## src/rtl/nci_rd_pkg.sv

```systemverilog
package nci_rd_pkg;

    localparam int BYTE_W = 8;
    localparam int IDX_W  = BYTE_W + 1;
    localparam logic [BYTE_W-1:0] MT_RESPONSE = 8'h40;

    typedef enum logic [1:0] {
        OP_START_ADDR = 2'd0,
        OP_READ       = 2'd1,
        OP_ACKBIT     = 2'd2,
        OP_STOP       = 2'd3
    } eng_op_e;

    typedef enum logic [2:0] {
        ST_IDLE,
        ST_ADDR_W,
        ST_RD_W,
        ST_ACK_W,
        ST_STOP_W,
        ST_CLR,
        ST_ABORT_W
    } rd_state_e;

    typedef struct packed {
        rd_state_e         st;
        logic              cmd_valid;
        eng_op_e           op;
        logic [BYTE_W-1:0] cmd_byte;
        logic              nack;
        logic              last;
        logic              out_valid;
        logic [BYTE_W-1:0] out_data;
        logic              sof;
        logic              eof;
        logic              mism;
        logic              err_under;
        logic              err_tmo;
    } seq_regs_t;

endpackage

```

## src/rtl/nci_rd_cycle_timer.sv

```systemverilog
module nci_rd_cycle_timer #(
    parameter int W = 16
) (
    input  logic         clk,
    input  logic         rst_n,
    input  logic         clr,
    input  logic         en,
    input  logic [W-1:0] limit,
    output logic         hit
);

    logic [W-1:0] cnt_d, cnt_q;

    assign hit = (cnt_q == limit);

    always_comb begin
        cnt_d = cnt_q;
        if (clr) begin
            cnt_d = '0;
        end else if (en && !hit) begin
            cnt_d = cnt_q + W'(1);
        end
    end

    always_ff @(posedge clk) begin
        if (!rst_n) begin
            cnt_q <= '0;
        end else begin
            cnt_q <= cnt_d;
        end
    end

endmodule

```

## src/rtl/nci_rd_len_track.sv

```systemverilog
module nci_rd_len_track
    import nci_rd_pkg::*;
(
    input  logic              clk,
    input  logic              rst_n,
    input  logic              clr,
    input  logic              stb,
    input  logic [BYTE_W-1:0] rx_byte,
    output logic [IDX_W-1:0]  idx,
    output logic              first,
    output logic              last
);

    localparam logic [IDX_W-1:0] LEN_POS = IDX_W'(2);

    typedef struct packed {
        logic [IDX_W-1:0]  idx;
        logic [BYTE_W-1:0] len;
    } trk_t;

    trk_t trk_d, trk_q;

    assign idx   = trk_q.idx;
    assign first = (trk_q.idx == '0);

    // The length byte may itself be the last one (empty payload), so the
    // decision uses the byte being delivered right now.
    always_comb begin
        if (trk_q.idx == LEN_POS) begin
            last = (rx_byte == '0);
        end else if (trk_q.idx > LEN_POS) begin
            last = (trk_q.idx == ({1'b0, trk_q.len} + LEN_POS));
        end else begin
            last = 1'b0;
        end
    end

    always_comb begin
        trk_d = trk_q;
        if (clr) begin
            trk_d.idx = '0;
            trk_d.len = '0;
        end else if (stb) begin
            trk_d.idx = trk_q.idx + IDX_W'(1);
            if (trk_q.idx == LEN_POS) begin
                trk_d.len = rx_byte;
            end
        end
    end

    always_ff @(posedge clk) begin
        if (!rst_n) begin
            trk_q <= '0;
        end else begin
            trk_q <= trk_d;
        end
    end

endmodule

```

## src/rtl/nci_rd_hdr_check.sv

```systemverilog
module nci_rd_hdr_check
    import nci_rd_pkg::*;
(
    input  logic              clk,
    input  logic              rst_n,
    input  logic              clr,
    input  logic              stb,
    input  logic [IDX_W-1:0]  idx,
    input  logic [BYTE_W-1:0] rx_byte,
    input  logic [BYTE_W-1:0] exp_oid,
    output logic              bad
);

    logic bad_d, bad_q;
    logic cur_bad;

    always_comb begin
        cur_bad = 1'b0;
        if (stb && idx == IDX_W'(0) && rx_byte != MT_RESPONSE) begin
            cur_bad = 1'b1;
        end
        if (stb && idx == IDX_W'(1) && rx_byte != exp_oid) begin
            cur_bad = 1'b1;
        end
    end

    assign bad = bad_q | cur_bad;

    always_comb begin
        bad_d = bad_q;
        if (clr) begin
            bad_d = 1'b0;
        end else if (cur_bad) begin
            bad_d = 1'b1;
        end
    end

    always_ff @(posedge clk) begin
        if (!rst_n) begin
            bad_q <= 1'b0;
        end else begin
            bad_q <= bad_d;
        end
    end

endmodule

```

## src/rtl/nci_rd_seq.sv

```systemverilog
module nci_rd_seq
    import nci_rd_pkg::*;
#(
    parameter logic [6:0] TGT_ADDR = 7'h28
) (
    input  logic              clk,
    input  logic              rst_n,
    input  logic              irq_in,
    input  logic              eng_done,
    input  logic [BYTE_W-1:0] eng_rx_byte,
    input  logic              tmo_hit,
    input  logic              win_hit,
    input  logic              byte_first,
    input  logic              byte_last,
    input  logic              hdr_bad,
    output logic              tmr_clr,
    output logic              tmr_en,
    output logic              win_clr,
    output logic              win_en,
    output logic              frm_clr,
    output logic              byte_stb,
    output seq_regs_t         regs
);

    seq_regs_t cur_q, nxt_d;
    logic      in_wait;

    function automatic seq_regs_t issue(input seq_regs_t r, input eng_op_e op,
                                        input logic nack);
        seq_regs_t o;
        o           = r;
        o.cmd_valid = 1'b1;
        o.op        = op;
        o.nack      = nack;
        o.cmd_byte  = (op == OP_START_ADDR) ? {TGT_ADDR, 1'b1} : '0;
        return o;
    endfunction

    assign regs = cur_q;

    always_comb begin
        nxt_d           = cur_q;
        nxt_d.cmd_valid = 1'b0;
        nxt_d.out_valid = 1'b0;
        nxt_d.sof       = 1'b0;
        nxt_d.eof       = 1'b0;
        nxt_d.mism      = 1'b0;

        in_wait  = (cur_q.st == ST_ADDR_W) || (cur_q.st == ST_RD_W) ||
                   (cur_q.st == ST_ACK_W)  || (cur_q.st == ST_STOP_W) ||
                   (cur_q.st == ST_ABORT_W);
        tmr_en   = in_wait;
        tmr_clr  = !in_wait || eng_done || tmo_hit;
        win_en   = (cur_q.st == ST_CLR);
        win_clr  = !win_en;
        frm_clr  = 1'b0;
        byte_stb = 1'b0;

        case (cur_q.st)
            ST_IDLE: begin
                if (irq_in) begin
                    frm_clr  = 1'b1;
                    nxt_d    = issue(nxt_d, OP_START_ADDR, 1'b0);
                    nxt_d.st = ST_ADDR_W;
                end
            end
            ST_ADDR_W: begin
                if (eng_done) begin
                    nxt_d    = issue(nxt_d, OP_READ, 1'b0);
                    nxt_d.st = ST_RD_W;
                end else if (tmo_hit) begin
                    nxt_d         = issue(nxt_d, OP_STOP, 1'b0);
                    nxt_d.err_tmo = 1'b1;
                    nxt_d.st      = ST_ABORT_W;
                end
            end
            ST_RD_W: begin
                if (eng_done) begin
                    byte_stb        = 1'b1;
                    nxt_d.out_valid = 1'b1;
                    nxt_d.out_data  = eng_rx_byte;
                    nxt_d.sof       = byte_first;
                    nxt_d.eof       = byte_last;
                    nxt_d.mism      = byte_last && hdr_bad;
                    nxt_d.last      = byte_last;
                    nxt_d           = issue(nxt_d, OP_ACKBIT, byte_last);
                    nxt_d.st        = ST_ACK_W;
                end else if (tmo_hit) begin
                    nxt_d         = issue(nxt_d, OP_STOP, 1'b0);
                    nxt_d.err_tmo = 1'b1;
                    nxt_d.st      = ST_ABORT_W;
                end
            end
            ST_ACK_W: begin
                if (eng_done) begin
                    if (cur_q.last) begin
                        nxt_d    = issue(nxt_d, OP_STOP, 1'b0);
                        nxt_d.st = ST_STOP_W;
                    end else begin
                        nxt_d    = issue(nxt_d, OP_READ, 1'b0);
                        nxt_d.st = ST_RD_W;
                    end
                end else if (tmo_hit) begin
                    nxt_d         = issue(nxt_d, OP_STOP, 1'b0);
                    nxt_d.err_tmo = 1'b1;
                    nxt_d.st      = ST_ABORT_W;
                end
            end
            ST_STOP_W: begin
                if (eng_done) begin
                    nxt_d.st = ST_CLR;
                end else if (tmo_hit) begin
                    nxt_d.err_tmo = 1'b1;
                    nxt_d.st      = ST_IDLE;
                end
            end
            ST_CLR: begin
                if (!irq_in) begin
                    nxt_d.st = ST_IDLE;
                end else if (win_hit) begin
                    nxt_d.err_under = 1'b1;
                    nxt_d.st        = ST_IDLE;
                end
            end
            ST_ABORT_W: begin
                if (eng_done || tmo_hit) begin
                    nxt_d.st = ST_IDLE;
                end
            end
            default: begin
                nxt_d.st = ST_IDLE;
            end
        endcase
    end

    always_ff @(posedge clk) begin
        if (!rst_n) begin
            cur_q    <= '0;
            cur_q.st <= ST_IDLE;
            cur_q.op <= OP_START_ADDR;
        end else begin
            cur_q <= nxt_d;
        end
    end

endmodule

```

## src/rtl/nci_rsp_reader.sv

```systemverilog
module nci_rsp_reader
    import nci_rd_pkg::*;
#(
    parameter logic [6:0] TGT_ADDR = 7'h28,
    parameter int         TMO_W    = 16,
    parameter int         CLR_WAIT = 16
) (
    input  logic             clk,
    input  logic             rst_n,
    input  logic             irq_in,
    input  logic [7:0]       exp_oid,
    input  logic [TMO_W-1:0] tmo_limit,
    output logic             cmd_valid,
    output logic [1:0]       cmd_op,
    output logic [7:0]       cmd_byte,
    output logic             cmd_nack,
    input  logic             eng_done,
    input  logic [7:0]       eng_rx_byte,
    output logic             out_valid,
    output logic [7:0]       out_data,
    output logic             out_sof,
    output logic             out_eof,
    output logic             err_mismatch,
    output logic             err_underread,
    output logic             err_timeout
);

    localparam int WIN_W = $clog2(CLR_WAIT + 1);

    logic             tmr_clr, tmr_en, tmo_hit;
    logic             win_clr, win_en, win_hit;
    logic             frm_clr, byte_stb;
    logic             byte_first, byte_last, hdr_bad;
    logic [IDX_W-1:0] byte_idx;
    seq_regs_t        regs;

    nci_rd_cycle_timer #(.W(TMO_W)) u_tmo (
        .clk   (clk),
        .rst_n (rst_n),
        .clr   (tmr_clr),
        .en    (tmr_en),
        .limit (tmo_limit),
        .hit   (tmo_hit)
    );

    nci_rd_cycle_timer #(.W(WIN_W)) u_win (
        .clk   (clk),
        .rst_n (rst_n),
        .clr   (win_clr),
        .en    (win_en),
        .limit (WIN_W'(CLR_WAIT)),
        .hit   (win_hit)
    );

    nci_rd_len_track u_len (
        .clk     (clk),
        .rst_n   (rst_n),
        .clr     (frm_clr),
        .stb     (byte_stb),
        .rx_byte (eng_rx_byte),
        .idx     (byte_idx),
        .first   (byte_first),
        .last    (byte_last)
    );

    nci_rd_hdr_check u_hdr (
        .clk     (clk),
        .rst_n   (rst_n),
        .clr     (frm_clr),
        .stb     (byte_stb),
        .idx     (byte_idx),
        .rx_byte (eng_rx_byte),
        .exp_oid (exp_oid),
        .bad     (hdr_bad)
    );

    nci_rd_seq #(.TGT_ADDR(TGT_ADDR)) u_seq (
        .clk         (clk),
        .rst_n       (rst_n),
        .irq_in      (irq_in),
        .eng_done    (eng_done),
        .eng_rx_byte (eng_rx_byte),
        .tmo_hit     (tmo_hit),
        .win_hit     (win_hit),
        .byte_first  (byte_first),
        .byte_last   (byte_last),
        .hdr_bad     (hdr_bad),
        .tmr_clr     (tmr_clr),
        .tmr_en      (tmr_en),
        .win_clr     (win_clr),
        .win_en      (win_en),
        .frm_clr     (frm_clr),
        .byte_stb    (byte_stb),
        .regs        (regs)
    );

    assign cmd_valid     = regs.cmd_valid;
    assign cmd_op        = regs.op;
    assign cmd_byte      = regs.cmd_byte;
    assign cmd_nack      = regs.nack;
    assign out_valid     = regs.out_valid;
    assign out_data      = regs.out_data;
    assign out_sof       = regs.sof;
    assign out_eof       = regs.eof;
    assign err_mismatch  = regs.mism;
    assign err_underread = regs.err_under;
    assign err_timeout   = regs.err_tmo;

endmodule

```

## config.mk

```make
export PLATFORM = sky130hd
export DESIGN_NAME = nci_rsp_reader
export DESIGN_NICKNAME = d
export VERILOG_FILES = /design/src/rtl/nci_rd_pkg.sv /design/src/rtl/nci_rd_cycle_timer.sv /design/src/rtl/nci_rd_len_track.sv /design/src/rtl/nci_rd_hdr_check.sv /design/src/rtl/nci_rd_seq.sv /design/src/rtl/nci_rsp_reader.sv
export SDC_FILE = /design/constraint.sdc
export NUM_CORES = 1
export LEC_CHECK = 0
export ABC_AREA = 1
export BUFFER_PORTS_ARGS = -buffer_cell sky130_fd_sc_hd__buf_2
export CORE_MARGIN = 4
export CORE_UTILIZATION = 45
export DETAILED_ROUTE_END_ITERATION = 8
export PLACE_DENSITY = 0.64
export SYNTH_ARGS = -nofsm -noshare
export SYNTH_HDL_FRONTEND = slang
export SYNTH_SLANG_ARGS = --single-unit
export TNS_END_PERCENT = 5
```

## constraint.sdc

```tcl
create_clock -name clk -period 2.6 [get_ports clk]
set_input_delay 0.52 -clock clk [delete_from_list [all_inputs] [get_ports clk]]
set_output_delay 0.52 -clock clk [all_outputs]
set_load 0.02 [all_outputs]
```

# == Yosys cells after proc, flatten, opt, wreduce, memory -nomap -nowiden ==
# Cells that the tools add are included.
# word_totals
output_inout_bits,26
wordCells,111
register_bits,69
inputBits,36
# op_classes
n_reduce_logical,34
bitwise,3
n_lt_le_gt_ge,1
muxes,27
eq_ne,24
add_sub_neg,4
# op_table
operator,count
30-bit two-way mux,6
25-bit case mux with 4 select lines,1
3-bit case mux with 7 select lines,1
16-bit by 1-bit adder with 16-bit output (second input constant),1
16-bit == test,1
2-bit != test (second input constant),8
3-bit two-way mux,5
7-bit AND reduction,2
1-bit two-way mux,12
4-bit nonzero test,3
1-bit case mux with 5 select lines,2
8-bit by 2-bit adder with 9-bit output (second input constant),1
9-bit by 1-bit adder with 9-bit output (second input constant),1
3-bit == test (second input constant),3
9-bit by 1-bit == test with 1-bit output (second input constant),1
9-bit by 2-bit == test with 1-bit output (second input constant),1
9-bit == test,1
9-bit by 2-bit greater-than comparator with 1-bit output (second input constant),1
9-bit zero test,1
8-bit zero test,1
8-bit by 7-bit != test with 1-bit output (second input constant),1
8-bit != test,1
4-bit AND reduction,2
1-bit logical AND,7
16 further kinds,29

# == Depth between registers and ports, before layout ==
# Gate-level depths: netlist (run 1).
# depth
word_depth,10
ltp_mapped,13

# == Hierarchy ==
# A second synthesis (run 1) with hierarchy kept.
# unflattened
cells_unflattened,714
area_unflattened_um2,4406.7
# by_module_without_submodules
module,cells_each,area_per_inst_um2,instances,seq_area_each_um2
nci_rd_seq,169,1263.7,1,600.6
nci_rd_len_track,194,1244.9,1,340.3
nci_rd_cycle_timer at u_tmo,221,1211.2,1,320.3
nci_rd_cycle_timer at u_win,60,376.6,1,100.1
nci_rd_hdr_check,68,302.8,1,20.0
nci_rsp_reader,2,7.5,1,0.0

# == Worst setup path after synthesis (run 1) ==
# No wires, ideal clock.
# synth_path
path_kind,input to register
startpoint,in tmo_limit[15]
endpoint,reg u_tmo.cnt_q[0]
setup_ns,0.117
path_stages,12
required_time_ns,2.483
slack_ns,0.973
t_arrival_ns,1.510
cell_sequence,inv_1 nand2_1 nand2_1 nor2_1 nand2_1 nor2_1 nand2_2 nand2_2 inv_2 nand3_2 buf_4 nor2_1
# synth_between
elab_chain_cells,3
elab_cells_between_ends,5
cone_classes,1 x eq/ne; 4 x reduce/logical
# synth_rtl
item,line,source
"start, declared",nci_rsp_reader.sv:12,"input logic [TMO_W-1:0] tmo_limit,"
16-bit == test *,nci_rd_cycle_timer.sv:14,assign hit = (cnt_q == limit);
1-bit logical OR or 1-bit zero test (tied branches),"nci_rd_seq.sv:53, nci_rd_cycle_timer.sv:20",
2-bit OR reduction (no source line) or 1-bit logical AND (tied branches),-,
"end signal, assigned",nci_rd_cycle_timer.sv:29,cnt_q <= cnt_d;
"end, declared",nci_rd_cycle_timer.sv:12,"logic [W-1:0] cnt_d, cnt_q;"
# Every way passes the cells marked *; elsewhere a longest branch is shown, timed or not.
# A chain may end at the register's enable or synchronous reset.

# == Final worst setup path (run 1) ==
# layout_path
startpoint,"reg u_seq.cur_q, in the netlist u_seq.regs[28]"
endpoint,"reg u_seq.cur_q, in the netlist u_seq.regs[2]"
# layout_between
elab_chain_cells,10
elab_cells_between_ends,15
cone_classes,3 x eq/ne; 5 x mux; 1 x bitwise; 6 x reduce/logical
# layout_rtl
item,line,source
"start, declared",nci_rd_seq.sv:25,"seq_regs_t cur_q, nxt_d;"
"start signal, assigned",nci_rd_seq.sv:142,cur_q <= nxt_d;
3-bit by 2-bit == test with 1-bit output,nci_rd_seq.sv:59,case (cur_q.st)
1-bit two-way mux,nci_rd_seq.sv:59,
1-bit logical AND (2 in a row),nci_rd_hdr_check.sv:19,if (stb && idx == IDX_W'(0) && rx_byte != MT_RESPONSE) begin
1-bit two-way mux,nci_rd_hdr_check.sv:19,
1-bit two-way mux,nci_rd_hdr_check.sv:22,if (stb && idx == IDX_W'(1) && rx_byte != exp_oid) begin
1-bit bitwise OR,nci_rd_hdr_check.sv:27,assign bad = bad_q | cur_bad;
1-bit logical AND,nci_rd_seq.sv:84,nxt_d.mism = byte_last && hdr_bad;
30-bit two-way mux,nci_rd_seq.sv:78,if (eng_done) begin
25-bit case mux with 4 select lines *,nci_rd_seq.sv:59,
# Every way passes the cells marked *; elsewhere a longest branch is shown, timed or not. The select of a mux whose other input is x is not followed.

==> summary.txt, run 1 <==
Critical path
  • CP bufs+invs: 2
  • Critical Path RT: 2.86 ns
  • Crit start category: register
  • Cell family with most CP delay: simple AND/OR/NAND/NOR gates
  • Reg-to-reg critical path startpoint: u_seq.regs[28]
  • Worst path cell trace: inv_2, nor2_4, nand3_4, inv_2, nand2_2, nor3_4, nand4_1, nand2_1, nand2_1, nor2_1
  • Crit path max fanout: 24
  • Nature of the critical path endpoint: register
  • CP Class: register to register
  • Slowest CP cell: dfxtp_1
  • Critical Path AT: 2.37 ns
  • CP max stage delay: 0.42 ns
  • Crit. Startpoint: u_seq.regs[28]

Synthesis
  • Top-area cell type share of the netlist area: 0.3580
  • Synthesis-stage register bit count: 69
  • Post-Synthesis Cell Area: 3859 um^2
  • EDFF count, synth: 0
  • Top-count cell post-synth: nand2_1
  • Avg Cell Area, Syn: 6.734 um^2
  • Top post-synthesis cells by area: dfxtp_1, nand2_1, inv_1
  • Post-synth top flop: dfxtp_1
  • Most instantiated cells after synthesis: nand2_1, inv_1, dfxtp_1
  • Asr flop ratio synth: 0
  • Netlist cell types: 32
  • Register area share after synthesis: 0.3580
  • Synth Instances: 573
  • Total of warnings raised by yosys: 0
  • Post-synth net total: 617
  • Leading area contributor after synthesis: dfxtp_1

Placed design
  • Port Buffers: 61
  • Placed cell count: 715
  • Placer Congestion: 0.8469
  • DPL Wire Length: 6778 um

Clock network
  • Hold_buf cts: 0
  • CTS Root Cell: clkbuf_8
  • CTS tree: yes
  • Num CTS Buffers: 9
  • # Post-CTS Setup Buffers: 0
  • Quantity of gates resized following cts: 0
  • Clk Latency, worst-skew pair: 0.33 ns
  • Reg clk slew, reported paths: 0.07 ns
  • H-Tree Depth: 3
  • Clock tree buffer depth: 2
  • Clock Sinks: 69

Layout
  • Area of the multi-input gates: 1951 um^2
  • Sequential cell area: 1381 um^2
  • P&R area growth vs syn: 11.58%
  • Fill cells: 868
  • Antenna Cells: 0
  • Nets: 665
  • Non-filler instance count after layout: 729
  • Fraction of layout cells with a size suffix above 1: 0.1410

Floorplanning
  • Die area: 10120 um^2
  • Die Y: 100.6 um
  • I/O pins: 62
  • Starting Density: 0.4649
  • Die X-Extent: 100.6 um
  • Rows: 33
  • Core ar.: 8299 um^2

Drt
  • First-pass DRT Iterations: 5
  • DRT iter0 DRCs: 105
  • DRT Wirelength: 8774 um
  • Residual DRC: 0
  • Vias per cell: 4.916
  • Wire length per cell: 12.04 um
  • DR vias: 3584
  • Final ANT Viol Nets: 0

Pwr
  • Maximum VDD drop: 0.0002598 V
  • Leakage: 1.960 nW
  • Comb pwr share: 0.107
  • Internal: 1.614 mW
  • Sw Ratio: 0.2494
  • Clock power frac: 0.385
  • Total power: 2.150 mW
  • Switching power: 536.1 uW
  • Reg power frac: 0.508
  • Power Density: 499.4 nW/um^2

Outcome
  • Run status: finished clean

Global routing
  • Grt total ovfl: 0
  • Initial antenna violation count: 0
  • Number of global-route vias before repair: 3312
  • Largest net degree at the start of global routing: 25
  • Total Routing Usage GR: 0.1798
  • First-pass GRT wire length: 15010 um

Timing
  • Max Clock Skew: 0.009001 ns
  • Worst Tran Pin Value: 0.3967 ns
  • Setup Viol. Count Final: 0
  • Final Hold Viols: 0
  • Worst hold slack: 0.4246 ns
  • Max frequency: 0.4745 GHz
  • Unrepaired setup endpoints after global routing: false
  • Final period util: 0.8106
  • Rel. slew slack: 0.7331
  • Crit path time final: 2.108 ns
  • Max Slew Vio Count: 0
  • Total Negative Setup Slacks: 0 ns

Job
  • Maxcap violations: 0

Hold path
  • Worst min path class: register to register
  • HP Start: u_seq.regs[18]
## final timing paths
check	cells after the start	slack [ns]	end
setup / recovery	10	0.49	u_seq.regs[2]
hold / removal	2	0.42	u_seq.regs[18]
setup reg to reg	10	0.49	u_seq.regs[2]
hold reg to reg	2	0.42	u_seq.regs[18]
## worst min-delay path: cells and delay by family, from the launching register on
family,cells,cell delay (ns)
buffers and inverters,1,0.04
DFF,1,0.31
and+or+nand+nor,1,0.03
## layout by cell type (no fill, tap or decap), drive strengths merged
cell    count
clkbuf     12
xor2       18
and3        1
o21ai      30
a211oi      4
nor2       64
nor4        5
bufinv      1
o31ai       1
nor3b       2
a21oi      43
clkinv      3
buf        62
o21a        1
xnor2      12
or2         1
nor3       22
inv        91
nand4      11
ha          8
nand2     138
dfxtp      69
nand3      25
## registers in the layout, indices dropped and copies added, names as in the netlist
name	cells
u_hdr.bad_q	1
u_len.idx	9
u_len.trk_q	8
u_seq.regs	30
u_tmo.cnt_q	16
u_win.cnt_q	5
## kinds of logic after synthesis
group	Yosys count	share of synthesized area
and+or+nand+nor	269	0.3051
buffers and inverters	118	0.1365
AOI/OAI and AO/OA	79	0.1064
DFF	69	0.3580
xor gates and xnor gates	30	0.06809
adders and majority gates	8	0.02594
## cell type report
cell class	count	share of cell area
flip-flops and latches	69	0.3208
clock buffers	12	0.03371
multi-input cells	386	0.4531
inverters	93	0.08108
well taps	105	0.03051
repair buffers	62	0.07265
clock inverters	2	0.008137
## power groups by stage
stage	clock network [mW]	registers, mW	logic (mW)
global route	0.903	1.09	0.259
global placement	0	1.12	0.224
finish	0.829	1.09	0.230
CTS	0.857	1.09	0.230
floorplan	0	1.11	0.169
detailed placement	0	1.12	0.229
## per-layer routing
layer  vias to the layer above  routed length (um)  GRT usage
li1                       1887                   -          -
met1                      1590                4375     0.2505
met2                        98                3688     0.2780
met3                         9                 623    0.03253
met4                         0                  87    0.06425
met5                         -                   0          0
## stage by stage
stage            util  worst slack [ns]  instance area, um^2
6_report       0.5188            0.4923                 4305
2_1_floorplan       -            0.9729                 3859
3_3_place_gp   0.4971            0.5444                 4125
4_1_cts        0.5188            0.5249                 4305
3_5_place_dp   0.4971            0.5049                 4125
5_1_grt        0.5188            0.2928                 4305
Power figures use the tool's default switching activity.
==> run 2: changes to the inputs <==
--- a/config.mk
+++ b/config.mk
@@ -5,7 +5,7 @@
 export SDC_FILE = /design/constraint.sdc
 export NUM_CORES = 1
 export LEC_CHECK = 0
-export ABC_AREA = 1
+export ABC_AREA = 0
 export BUFFER_PORTS_ARGS = -buffer_cell sky130_fd_sc_hd__buf_2
 export CORE_MARGIN = 4
 export CORE_UTILIZATION = 45
==> constraint.sdc (replaced) <==
create_clock -name clk -period 2.1 [get_ports clk]
set_input_delay 0.42 -clock clk [delete_from_list [all_inputs] [get_ports clk]]
set_output_delay 0.42 -clock clk [all_outputs]
set_load 0.02 [all_outputs]
==> run 2 against run 1 <==
Effect of this change: synthesized cell count is 24% lower; wire length shrank 7.7%; worst setup slack got worse by 0.30 ns; largest cell class unchanged; highest routed layer unchanged.
==> summary.txt, run 2 <==
Layout
  • Final core utilization: 0.5319 (was 0.5188)
  • Nets: 527 (was 665)
  • Most common cell after layout, fill and taps aside: dfxtp_1 (was nand2_1)
  • Most frequent cells in the layout: dfxtp_1, buf_2, nand2_1, xor2_1, nor2_1 (was nand2_1, inv_1, dfxtp_1, nor2_1, buf_2)
  • Final instance area: 4174 um^2 (was 4305 um^2)
  • Fraction of layout cells with a size suffix above 1: 0.2016 (was 0.1410)
  • Max FFs per register: 30 (unchanged)
  • P&R area growth vs syn: 12.89% (was 11.58%)
  • Fill cells: 792 (was 868)
  • Antenna Cells: 0 (unchanged)
  • Non-filler instance count after layout: 588 (was 729)

Job
  • Maxcap violations: 0 (unchanged)

Drt
  • Wire length per cell: 13.77 um (was 12.04 um)
  • DR vias: 3144 (was 3584)
  • Vias per cell: 5.347 (was 4.916)
  • Residual DRC: 0 (unchanged)
  • Final ANT Viol Nets: 0 (unchanged)
  • DRT iter0 DRCs: 124 (was 105)
  • DRT Wirelength: 8099 um (was 8774 um)
  • First-pass DRT Iterations: 4 (was 5)

Global routing
  • Number of global-route vias before repair: 2999 (was 3312)
  • Total Routing Usage GR: 0.1730 (was 0.1798)
  • Grt total ovfl: 0 (unchanged)
  • Largest net degree at the start of global routing: 22 (was 25)
  • First-pass GRT wire length: 14000 um (was 15010 um)
  • Initial antenna violation count: 0 (unchanged)

Placed design
  • Post-Place Setup Slack: 0.09662 ns (was 0.5049 ns)
  • Placed cell count: 574 (was 715)
  • DPL Wire Length: 6148 um (was 6778 um)
  • Placed inst area: 3991 um^2 (was 4125 um^2)
  • Placer Congestion: 0.8332 (was 0.8469)
  • Port Buffers: 61 (unchanged)

Synthesis
  • Largest family of logic cells by synthesized area: simple AND/OR/NAND/NOR gates (unchanged)
  • Asr flop ratio synth: 0 (unchanged)
  • Register area share after synthesis: 0.3736 (was 0.3580)
  • Synthesis-stage register bit count: 69 (unchanged)
  • EDFF count, synth: 0 (unchanged)
  • Post-synth top flop: dfxtp_1 (unchanged)
  • Post-synthesis simple-gate area fraction: 0.2369 (was 0.3051)
  • Post-Synth Adder-Cell Area: 0.02707 (was 0.02594)
  • Avg Cell Area, Syn: 8.461 um^2 (was 6.734 um^2)
  • Post-Synthesis Cell Area: 3697 um^2 (was 3859 um^2)
  • Most instantiated cells after synthesis: dfxtp_1, nand2_1, xor2_1 (was nand2_1, inv_1, dfxtp_1)
  • Post-synth net total: 481 (was 617)
  • Post-synthesis mux area share: 0.008122 (was 0)
  • Leading area contributor after synthesis: dfxtp_1 (unchanged)
  • Synth Instances: 437 (was 573)
  • Top-area cell type share of the netlist area: 0.3736 (was 0.3580)
  • Netlist cell types: 55 (was 32)
  • Top post-synthesis cells by area: dfxtp_1, xor2_1, nand2_1 (was dfxtp_1, nand2_1, inv_1)
  • Top-count cell post-synth: dfxtp_1 (was nand2_1)
  • Total of warnings raised by yosys: 0 (unchanged)
  • Complex-gate fraction of the synthesized area: 0.1533 (was 0.1064)
  • Post-synthesis xor/xnor area fraction: 0.1198 (was 0.06809)

Floorplanning
  • Core ar.: 7848 um^2 (was 8299 um^2)
  • I/O pins: 62 (unchanged)
  • Die Y: 98.65 um (was 100.6 um)
  • Starting Density: 0.4711 (was 0.4649)
  • Die X-Extent: 98.65 um (was 100.6 um)
  • Die area: 9731 um^2 (was 10120 um^2)
  • Rows: 32 (was 33)

Critical path
  • CP Class: register to register (unchanged)
  • Crit path max fanout: 8 (was 24)
  • Worst path cell trace: ha_2, xor2_1, a32o_1, a31o_2, o221ai_2, o211ai_1 (was inv_2, nor2_4, nand3_4, inv_2, nand2_2, nor3_4, nand4_1, nand2_1, nand2_1, nor2_1)
  • CP Capture Point: u_seq.regs[15] (was u_seq.regs[2])
  • Critical Path RT: 2.30 ns (was 2.86 ns)
  • Critical Path AT: 2.11 ns (was 2.37 ns)
  • Nature of the critical path endpoint: register (unchanged)
  • Worst R2R End: u_seq.regs[15] (was u_seq.regs[2])
  • Slowest CP cell: dfxtp_1 (unchanged)
  • Stages on worst setup path: 6 (was 10)
  • Crit. Startpoint: u_len.trk_q[1] (was u_seq.regs[28])
  • CP max stage delay: 0.47 ns (was 0.42 ns)
  • Cell family with most CP delay: compound AO/OA/AOI/OAI gates (was simple AND/OR/NAND/NOR gates)
  • Reg-to-reg critical path startpoint: u_len.trk_q[1] (was u_seq.regs[28])
  • CP bufs+invs: 0 (was 2)
  • Internal reg-to-reg setup slack: 0.19 ns (was 0.49 ns)
  • Crit start category: register (unchanged)
  • Worst Reg2Reg Path Length in Cells: 6 (was 10)

Pwr
  • Power Density: 622.0 nW/um^2 (was 499.4 nW/um^2)
  • Leakage: 1.696 nW (was 1.960 nW)
  • Switching power: 604.6 uW (was 536.1 uW)
  • Reg power frac: 0.515 (was 0.508)
  • Sw Ratio: 0.2329 (was 0.2494)
  • Internal: 1.991 mW (was 1.614 mW)
  • Maximum VDD drop: 0.0003870 V (was 0.0002598 V)
  • Clock power frac: 0.394 (was 0.385)
  • Total power: 2.596 mW (was 2.150 mW)
  • Comb pwr share: 0.091 (was 0.107)

Clock network
  • Clk Latency, worst-skew pair: 0.34 ns (was 0.33 ns)
  • Reg clk slew, reported paths: 0.07 ns (about the same)
  • Clock tree buffer depth: 2 (unchanged)
  • Num CTS Buffers: 9 (unchanged)
  • Clock Sinks: 69 (unchanged)
  • Hold_buf cts: 0 (unchanged)
  • # Post-CTS Setup Buffers: 0 (unchanged)
  • H-Tree Depth: 3 (unchanged)
  • Quantity of gates resized following cts: 0 (unchanged)
  • CTS Root Cell: clkbuf_8 (unchanged)
  • CTS tree: yes (unchanged)

Timing
  • Worst hold slack: 0.3806 ns (was 0.4246 ns)
  • Max Clock Skew: 0.008777 ns (was 0.009001 ns)
  • Max frequency: 0.5234 GHz (was 0.4745 GHz)
  • Unrepaired setup endpoints after global routing: false (unchanged)
  • Final Hold Viols: 0 (unchanged)
  • Crit path time final: 1.910 ns (was 2.108 ns)
  • Final period util: 0.9097 (was 0.8106)
  • Max Slew Vio Count: 0 (unchanged)
  • Total Negative Setup Slacks: 0 ns (unchanged)
  • Rel. slew slack: 0.7002 (was 0.7331)
  • Setup Viol. Count Final: 0 (unchanged)
  • Worst Tran Pin Value: 0.4487 ns (was 0.3967 ns)
  • Fin worst setup slack: 0.1896 ns (was 0.4923 ns)

Hold path
  • Worst min path class: input pin to register (was register to register)

Outcome
  • Run status: finished clean (unchanged)
[run 2: changes by cell type after synthesis, sizes merged, moves of 9 or more]
cell and delta:
nand2 -87, inv -76, nor2 -29, o21ai -22
nor3 -18, xor2 +18, a21boi +10, a21oi -10
buf +10, or4 +9
[run 2: worst min-delay path, delay by kind of cell]
kind,cells,cell delay (ns)
AND/OR/NAND/NOR,1,0.06
AO/OA/AOI/OAI,1,0.06
buffers and inverters,1,0.13
[run 2: power by group through the flow]
stage | Sequential (mW) | Clock (mW) | Combinational (mW)
6_report | 1.34 | 1.02 | 0.235
5_1_grt | 1.34 | 1.11 | 0.264
4_1_cts | 1.34 | 1.05 | 0.237
3_5_place_dp | 1.37 | 0 | 0.237
3_3_place_gp | 1.37 | 0 | 0.233
2_1_floorplan | 1.37 | 0 | 0.153
[run 2: layout make-up]
cell class / count / area, um^2 / share of cell area
Multi-Input combinational cell: 313 / 2018 / 0.4835
Clock inverter: 2 / 35.03 / 0.008393
Tap cell: 102 / 127.6 / 0.03058
Clock buffer: 12 / 145.1 / 0.03477
Inverter: 15 / 56.30 / 0.01349
Sequential cell: 69 / 1381 / 0.3309
Timing Repair Buffer: 75 / 410.4 / 0.09832
[run 2: how the worst min path moves through the flow]
| stage | from | endpoint | slack [ns] | depth (start not counted) |
|---|---|---|---|---|
| final | eng_rx_byte[1] | u_seq.regs[6] | 0.38 | 3 |
| after global routing | eng_rx_byte[0] | u_seq.regs[5] | 0.38 | 3 |
| after CTS | eng_rx_byte[6] | u_len.trk_q[6] | 0.36 | 3 |
| after detailed placement | u_seq.regs[24] | u_seq.regs[24] | 0.43 | 2 |
| after global placement | u_seq.regs[24] | u_seq.regs[24] | 0.43 | 2 |
| after floorplan | u_seq.regs[25] | u_seq.regs[25] | 0.42 | 2 |
[run 2: kinds of logic after synthesis]
group,after synthesis
XOR/XNOR,49
AND/OR/NAND/NOR,169
flip-flops,69
buffers and inverters,55
AO/OA/AOI/OAI,84
adder cells (fa/ha/maj),8
multiplexers,3
[run 2: per-layer routing]
layer,vias to the layer above,wire length (um),track usage
met5,-,0,0
met4,0,91,0.05882
met3,8,330,0.04105
met2,51,3713,0.2735
met1,1490,3963,0.2321
li1,1595,-,-
